$ cat src/rtl/txsup_pkg.sv
package txsup_pkg;

    typedef enum logic {
        PG_ABSENT  = 1'b0,
        PG_PRESENT = 1'b1
    } pg_state_t;

    typedef struct packed {
        logic txd;
        logic floating;
        logic logic_ok;
        logic bus_ok;
    } tx_req_t;

    typedef struct packed {
        logic en;
        logic dom;
    } drv_cmd_t;

    typedef struct packed {
        logic dom;
        logic open;
    } rx_sense_t;

    function automatic int unsigned us_to_cycles(input int unsigned khz, input int unsigned us);
        return (khz * us) / 1000;
    endfunction

    function automatic int unsigned max_u(input int unsigned a, input int unsigned b);
        return (a > b) ? a : b;
    endfunction

endpackage

$ cat src/rtl/txsup_pwr_seq.sv
module txsup_pwr_seq
    import txsup_pkg::*;
#(
    parameter int unsigned ON_CYC  = 300,
    parameter int unsigned OFF_CYC = 10000,
    parameter int unsigned CNT_W   = 14
) (
    input  logic clk,
    input  logic rst,
    input  logic bus_ok,
    output logic bus_pwr_n
);

    localparam logic [CNT_W-1:0] ON_LAST  = CNT_W'(ON_CYC - 1);
    localparam logic [CNT_W-1:0] OFF_LAST = CNT_W'(OFF_CYC - 1);

    pg_state_t        st_q;
    logic [CNT_W-1:0] cnt_q;
    logic [CNT_W-1:0] last;
    logic             differs;

    assign differs = bus_ok != (st_q == PG_PRESENT);
    assign last    = (st_q == PG_PRESENT) ? OFF_LAST : ON_LAST;

    always_ff @(posedge clk) begin
        if (rst) begin
            st_q  <= PG_ABSENT;
            cnt_q <= '0;
        end else if (!differs) begin
            cnt_q <= '0;
        end else if (cnt_q == last) begin
            st_q  <= (st_q == PG_PRESENT) ? PG_ABSENT : PG_PRESENT;
            cnt_q <= '0;
        end else begin
            cnt_q <= cnt_q + 1'b1;
        end
    end

    assign bus_pwr_n = (st_q != PG_PRESENT);

    AST_PG_FALL_NEEDS_SUPPLY: assert property (@(posedge clk) disable iff (rst)
        $fell(bus_pwr_n) |-> $past(bus_ok));
    AST_PG_RISE_NEEDS_LOSS: assert property (@(posedge clk) disable iff (rst)
        $rose(bus_pwr_n) |-> !$past(bus_ok));
    AST_PG_STEADY_WHEN_MATCHED: assert property (@(posedge clk) disable iff (rst)
        (bus_ok == !bus_pwr_n) |=> $stable(bus_pwr_n));

endmodule

$ cat src/rtl/txsup_thermal.sv
module txsup_thermal #(
    parameter int unsigned TEMP_W   = 8,
    parameter int unsigned SHUT_C   = 150,
    parameter int unsigned RESUME_C = 140
) (
    input  logic              clk,
    input  logic              rst,
    input  logic [TEMP_W-1:0] temp_code,
    output logic              hot_nxt
);

    localparam logic [TEMP_W-1:0] SHUT_T   = TEMP_W'(SHUT_C);
    localparam logic [TEMP_W-1:0] RESUME_T = TEMP_W'(RESUME_C);

    logic hot_q;

    always_comb begin
        hot_nxt = hot_q;
        if (temp_code >= SHUT_T) begin
            hot_nxt = 1'b1;
        end else if (temp_code <= RESUME_T) begin
            hot_nxt = 1'b0;
        end
    end

    always_ff @(posedge clk) begin
        if (rst) begin
            hot_q <= 1'b0;
        end else begin
            hot_q <= hot_nxt;
        end
    end

    AST_THERM_HOLD_IN_BAND: assert property (@(posedge clk) disable iff (rst)
        (hot_q && (temp_code > RESUME_T)) |=> hot_q);
    AST_THERM_COOL_RELEASE: assert property (@(posedge clk) disable iff (rst)
        (temp_code <= RESUME_T) |=> !hot_q);

endmodule

$ cat src/rtl/txsup_path.sv
module txsup_path
    import txsup_pkg::*;
(
    input  logic      clk,
    input  logic      rst,
    input  tx_req_t   req,
    input  rx_sense_t sense,
    input  logic      hot,
    output drv_cmd_t  cmd,
    output logic      rxd_out
);

    drv_cmd_t cmd_d;
    logic     rxd_d;

    always_comb begin
        cmd_d.en  = req.logic_ok && req.bus_ok && !hot;
        cmd_d.dom = cmd_d.en && !req.floating && !req.txd;
        rxd_d     = !(req.bus_ok && !sense.open && sense.dom);
    end

    always_ff @(posedge clk) begin
        if (rst) begin
            cmd     <= '0;
            rxd_out <= 1'b1;
        end else begin
            cmd     <= cmd_d;
            rxd_out <= rxd_d;
        end
    end

    AST_OPEN_READS_RECESSIVE: assert property (@(posedge clk) disable iff (rst)
        sense.open |=> rxd_out);

endmodule

$ cat src/rtl/txsup_top.sv
module txsup_top
    import txsup_pkg::*;
#(
    parameter int unsigned TEMP_W   = 8,
    parameter int unsigned SHUT_C   = 150,
    parameter int unsigned RESUME_C = 140,
    parameter int unsigned CLK_KHZ  = 1000,
    parameter int unsigned ON_US    = 300,
    parameter int unsigned OFF_US   = 10000
) (
    input  logic              clk,
    input  logic              rst,
    input  logic              txd_in,
    input  logic              txd_float,
    input  logic              logic_ok,
    input  logic              bus_ok,
    input  logic              rx_dom,
    input  logic              rx_open,
    input  logic [TEMP_W-1:0] temp_code,
    output logic              drv_en,
    output logic              drv_dom,
    output logic              rxd_out,
    output logic              bus_pwr_n
);

    localparam int unsigned ON_CYC  = us_to_cycles(CLK_KHZ, ON_US);
    localparam int unsigned OFF_CYC = us_to_cycles(CLK_KHZ, OFF_US);
    localparam int unsigned CNT_W   = $clog2(max_u(ON_CYC, OFF_CYC) + 1);
    localparam logic [TEMP_W-1:0] SHUT_T = TEMP_W'(SHUT_C);

    tx_req_t   req;
    rx_sense_t sense;
    drv_cmd_t  cmd;
    logic      hot;

    assign req   = '{txd: txd_in, floating: txd_float, logic_ok: logic_ok, bus_ok: bus_ok};
    assign sense = '{dom: rx_dom, open: rx_open};

    txsup_thermal #(
        .TEMP_W   (TEMP_W),
        .SHUT_C   (SHUT_C),
        .RESUME_C (RESUME_C)
    ) u_thermal (
        .clk       (clk),
        .rst       (rst),
        .temp_code (temp_code),
        .hot_nxt   (hot)
    );

    txsup_path u_path (
        .clk     (clk),
        .rst     (rst),
        .req     (req),
        .sense   (sense),
        .hot     (hot),
        .cmd     (cmd),
        .rxd_out (rxd_out)
    );

    txsup_pwr_seq #(
        .ON_CYC  (ON_CYC),
        .OFF_CYC (OFF_CYC),
        .CNT_W   (CNT_W)
    ) u_pwr_seq (
        .clk       (clk),
        .rst       (rst),
        .bus_ok    (bus_ok),
        .bus_pwr_n (bus_pwr_n)
    );

    assign drv_en  = cmd.en;
    assign drv_dom = cmd.dom;

    AST_DOM_NEEDS_EN: assert property (@(posedge clk) disable iff (rst)
        drv_dom |-> drv_en);
    AST_NO_LOGIC_NO_DRIVE: assert property (@(posedge clk) disable iff (rst)
        !logic_ok |=> !drv_en);
    AST_NO_BUS_NO_DRIVE: assert property (@(posedge clk) disable iff (rst)
        !bus_ok |=> (!drv_en && rxd_out));
    AST_HOT_CUTS_DRIVE: assert property (@(posedge clk) disable iff (rst)
        (temp_code >= SHUT_T) |=> !drv_en);

endmodule

$ cat config.mk
export PLATFORM = sky130hd
export DESIGN_NAME = txsup_top
export DESIGN_NICKNAME = d
export VERILOG_FILES = /design/src/rtl/txsup_pkg.sv /design/src/rtl/txsup_pwr_seq.sv /design/src/rtl/txsup_thermal.sv /design/src/rtl/txsup_path.sv /design/src/rtl/txsup_top.sv
export SDC_FILE = /design/constraint.sdc
export NUM_CORES = 1
export LEC_CHECK = 0
export ABC_AREA = 1
export BUFFER_PORTS_ARGS = -buffer_cell sky130_fd_sc_hd__buf_2
export CAP_MARGIN = 20
export CORE_AREA = 2 2 45 68
export CTS_BUF_LIST = sky130_fd_sc_hd__clkbuf_4 sky130_fd_sc_hd__clkbuf_8
export DETAILED_ROUTE_END_ITERATION = 8
export DIE_AREA = 0 0 47 70
export PLACE_DENSITY = 0.58
export REMOVE_ABC_BUFFERS = 1
export SLEW_MARGIN = 20
export SYNTH_ARGS = -nofsm -noshare
export SYNTH_HDL_FRONTEND = slang
export SYNTH_SLANG_ARGS = --single-unit
export TNS_END_PERCENT = 30
$ cat constraint.sdc
create_clock -name clk -period 1.7 [get_ports clk]
set_clock_uncertainty 0.05 [all_clocks]
set_input_delay 0 -clock clk [delete_from_list [all_inputs] [get_ports clk]]
set_output_delay 0 -clock clk [all_outputs]
set_load 0.05 [all_outputs]
After elaboration in Yosys (flattened, before gate mapping)
Cells that the tools add are included.

Add/subtract/negate cells: 1. Order comparisons: 2. Equality and inequality tests: 2. Muxes and demuxes: 4. Bitwise operators: 2. Reduce and logical (&&, ||, !) cells: 13.

Operator list (number): 14-bit by 1-bit adder with 14-bit output, second input constant (1); 14-bit == test (1); 14-bit two-way mux (1); 8-bit >= comparator, second input constant (1); 8-bit <= comparator, second input constant (1); 1-bit logical AND (6); 1-bit zero test (5); 1-bit two-way mux (3); 3-bit OR reduction (1); 1-bit NOT (2); 2-bit AND reduction (1); 1-bit inequality test (1).

Bits in registers: 19. Input bits: 16. Output and inout port bits: 4. Logic and storage cells: 30.

Depth between registers and ports, before layout
Depth in word-level cells: 7. Gate-level depth with buffers: 9. Mapped depth without buffers: 9.

By module
A second synthesis with hierarchy kept.

Cell total of the unflattened synthesis: 149. Area, all modules: 999.7 um^2.

By module, submodules not included: txsup_pwr_seq (instances 1, cells an instance 120, area each 813.3 um^2, seq. area each 300.3 um^2); txsup_path (instances 1, cells an instance 12, area each 102.6 um^2, seq. area each 60.1 um^2); txsup_thermal (instances 1, cells an instance 17, area each 83.8 um^2, seq. area each 20.0 um^2).

Least setup slack after synthesis
Ideal clock, no wire load.

Kind: reg-to-reg. Start: register u_pwr_seq.cnt_q[0]. End: register u_pwr_seq.cnt_q[0]. Library setup time: 117 ps. Arrival: 1247 ps. Required time: 1533 ps. Setup slack: 286 ps. Cell stages (with the launch flop): 10. Buffers on the path: 1. Clock period less this slack: 1414 ps. Path through: dfxtp_1 -> ha_1 -> inv_1 -> nor2_1 -> nand2_1 -> nor2_2 -> nand3_2 -> nand2_2 -> buf_6 -> nor2_1.

Cells in the longest elaborated chain, start to end: 2. Elaborated cells between the ends (all ways): 3. Those cells by class: add/sub (1); eq/ne (1); reduce/logical (1).

Ends and longest elaborated chain: start: declaration (RTL line txsup_pwr_seq.sv:18) `logic [CNT_W-1:0] cnt_q;`; start signal: assignment (RTL line txsup_pwr_seq.sv:35) `cnt_q <= cnt_q + 1'b1;`; branches (longest 2 deep; another with 14-bit by 1-bit adder with 14-bit output).

Parallel ways; which one is timed is not known. A chain may end at the register's enable or synchronous reset.

Worst setup path in the final report
Start: register u_pwr_seq.cnt_q[0]. End: register u_pwr_seq.cnt_q[10].

The elaborated chain is that of the path after synthesis.

==> impl_metrics.yaml <==
cts:
  cts_tree: "built"
  cts_setup_buffers: 0
  path_clk_slew_ns: 0.07
  numCtsBuffers: 3
  clock_sinks: 19
  clockBufferDepth: 2
  clock_latency_ns: 0.26
  cts-htree-levels: 1
  root_buffer: "clkbuf_8"
setup_path:
  path_max_fanout: 14
  worstPathCellList: "ha_1 -> inv_1 -> nor2_1 -> nand2_1 -> nor2_2 -> nand3_2 -> nand2_4 -> nor2_1"
  crit_buf_inv: 1
  path_delay_family: "simple AND/OR/NAND/NOR gates"
  critPathSlowestCell: "dfxtp_1"
  worstReg2RegEnd: "u_pwr_seq.cnt_q[10]$_SDFF_PP0_"
  crit_required_ns: 1.80
  crit_path_end_kind: "flip-flop"
  critPathArrivalTime_ns: 1.59
  reg2reg_depth: 8
  path_class: "flip-flop to flip-flop"
  cpMostUsedCell: "nor2_1"
  r2r-start: "u_pwr_seq.cnt_q[0]$_SDFF_PP0_"
  r2r_slack_ns: 0.21
  cpPeakStageDelay_ns: 0.39
  cp-start-kind: "flip-flop"
sta:
  max-slew-margin-rel_pct: 83.26
  setup_tns_ns: 0
  worst_pin_slew_ns: 0.2508
  final-max-slew-violation-count: 0
  finalCriticalPeriod_ns: 1.489
  grt_setup_unrepaired: "false"
  finalSetupViolCount: 0
  finalCritPeriodShare_pct: 87.56
  fmax_mhz: 671.8
  hold_viol: 0
global_routing:
  antenna_found_initial: 0
  grt_pass1_vias: 953
  grt_max_degree: 15
  grt_usage_pct: 15.17
  grt_pass1_wl_um: 3663
  gr-total-overflow: 0
synth:
  synth_adder_area_share_pct: 1.272
  synth-simple-area-share_pct: 40.33
  netlist_top_cells_area: "dfxtp_1 39%, nand2_1 14%, nor2_1 13%"
  yosysUniqueCellTypes: 20
  avgSynthCellArea_um2: 6.736
  yosysWarnings: 0
  synth.area.mux_share_pct: 0
  ys_ff_latch: 19
  async_flop_share_pct: 0
  synth_edf_count: 0
  synthCells: 146
  synth_area_um2: 983.4
  synth_compound_area_share_pct: 2.545
  seq_area_frac_synth_pct: 38.68
  yosysTopAreaCell: "dfxtp_1"
  synth_top_family_by_area: "simple AND/OR/NAND/NOR gates"
  synth_xor_area_share_pct: 8.015
  synth_ff_type: "dfxtp_1"
  synth_top_cell_area_share_pct: 38.68
finish:
  final_util_pct: 45.15
  mostFrequentLayoutCell: "nand2_1"
  fin_nets: 194
  final_area_um2: 1247
  multi_input_area_um2: 518.0
  area.sequential_um2: 380.4
  drive_above_1_share_pct: 17.61
  n_fill_cell: 302
  final_cell_mix: "37 x nand2_1, 34 x nor2_1, 21 x inv_1, 19 x buf_2, 19 x dfxtp_1"
  area_growth_syn_to_layout_pct: 26.85
  diodes: 0
place:
  hpwl_um: 1618
  dpl_cell_area_um2: 1116
  gp_congestion: 0.7651
  portBuffers: 19
run_status:
  status: "finished, final reports clean"
floorplanning:
  core-area_um2: 2763
  num_rows: 24
  dieHeight_um: 70
  io_pins: 20
  start_util_pct: 35.60
  die_area_um2: 3290
  fp.dieW_um: 47
routing:
  drc_errors: 0
  ant_nets: 0
  first_pass_iters: 4
  drt-total-wl_um: 2126
  vias_per_cell: 4.447
  num_vias: 956
  drt_iter0_drc: 24
  wire_per_inst_um: 9.888
power_and_ir_drop:
  ir_drop_v: 0.0005381
  finalPower_uw: 835.7
  p_leak_nw: 0.5121
  pwr_density_cell_nw_per_um2: 669.9
flow_run:
  drv_cap: 0
worst_hold_path:
  holdPathStages: 5
  hold_start: "logic_ok"
  hold_path.class: "input pin to flip-flop"
  min_to: "u_path.cmd[1]$_SDFF_PP0_"
-- area by class of cell --
| cell class | instances | share of cell area, % |
|---|---|---|
| Timing Repair Buffer | 27 | 14.04 |
| Sequential cell | 19 | 30.49 |
| Clock buffer | 3 | 3.310 |
| Clock inverter | 1 | 0.4012 |
| Tap cell | 39 | 3.912 |
| Inverter | 21 | 6.319 |
| Multi-Input combinational cell | 105 | 41.52 |
-- cell families (layout without fill, tap and decap cells) --
kind of cell               count (synthesis)  in the layout
adders and majority gates                  1              1
and+or+nand+nor                           91             91
DFF                                       19             19
xor gates and xnor gates                   9              9
AOI/OAI and AO/OA                          4              4
buffers and inverters                     22             52
-- flip-flops by register name, indices dropped and copies added (netlist names) --
name / flops
u_thermal.hot_q: 1
u_pwr_seq.st_q: 1
u_pwr_seq.cnt_q: 14
u_path.rxd_out: 1
u_path.cmd: 2
-- metal layers --
layer / vias up / part of all wire [%] / wire [um] / global-route usage (%)
li1: 502 / - / - / -
met1: 415 / 41 / 862 / 15.02
met2: 32 / 53 / 1130 / 28.31
met3: 7 / 4.4 / 93 / 3.101
met4: 0 / 1.8 / 39 / 5.556
met5: - / 0 / 0 / 0
-- worst reg2reg max path, cell delays in order (launching register included) --
cell and delay (ns):
dfxtp_1 0.39, ha_1 0.20, inv_1 0.10, nor2_1 0.09, nand2_1 0.07, nor2_2 0.13, nand3_2 0.12, nand2_4 0.16
nor2_1 0.07
-- through the flow --
stage / setup slack [ns] / instances / hold WS [ns]
after global placement: 0.1800 / 203 / 0.1552
after floorplan: 0.3120 / 145 / 0.02238
after global routing: 0.08767 / 215 / 0.06321
after CTS: 0.1074 / 215 / 0.01568
after detailed placement: 0.1191 / 203 / 0.1570
final: 0.2115 / 215 / 0.01101
-- repair_timing --
action | CTS | global route
resized for setup | 0 | 1
endpoints found under the setup margin | 0 | 2
hold buffers | 8 | 0
hold endpoints to repair | 5 | 0
-- cells in the mapped netlist, types with 2 or more instances --
master	instances
xor2_1	5
inv_1	21
dfxtp_1	19
or2_2	2
nand3_1	5
xnor2_1	4
nor2_1	34
nand4_1	6
nand2_1	37
nand3_2	2
nor2_2	2
-- report_power, final --
group | switching (mW) | leakage (nW) | internal, mW
Sequential | 0.00311 | 0.154 | 0.450
Combinational | 0.0322 | 0.333 | 0.0353
Clock | 0.152 | 0.0255 | 0.163
-- worst max-delay path by stage --
stage / startpoint / endpoint / slack, ns / cells after the start
after floorplan: u_pwr_seq.cnt_q[0]$_SDFF_PP0_ / u_pwr_seq.cnt_q[10]$_SDFF_PP0_ / 0.31 / 8
after global placement: u_pwr_seq.cnt_q[0]$_SDFF_PP0_ / u_pwr_seq.cnt_q[13]$_SDFF_PP0_ / 0.18 / 8
after detailed placement: u_pwr_seq.cnt_q[0]$_SDFF_PP0_ / u_pwr_seq.cnt_q[13]$_SDFF_PP0_ / 0.12 / 8
after CTS: u_pwr_seq.cnt_q[0]$_SDFF_PP0_ / u_pwr_seq.cnt_q[13]$_SDFF_PP0_ / 0.11 / 8
after global routing: u_pwr_seq.cnt_q[0]$_SDFF_PP0_ / u_pwr_seq.cnt_q[4]$_SDFF_PP0_ / 0.09 / 8
final: u_pwr_seq.cnt_q[0]$_SDFF_PP0_ / u_pwr_seq.cnt_q[10]$_SDFF_PP0_ / 0.21 / 8
No activity file was read; power rests on OpenSTA's default activity.
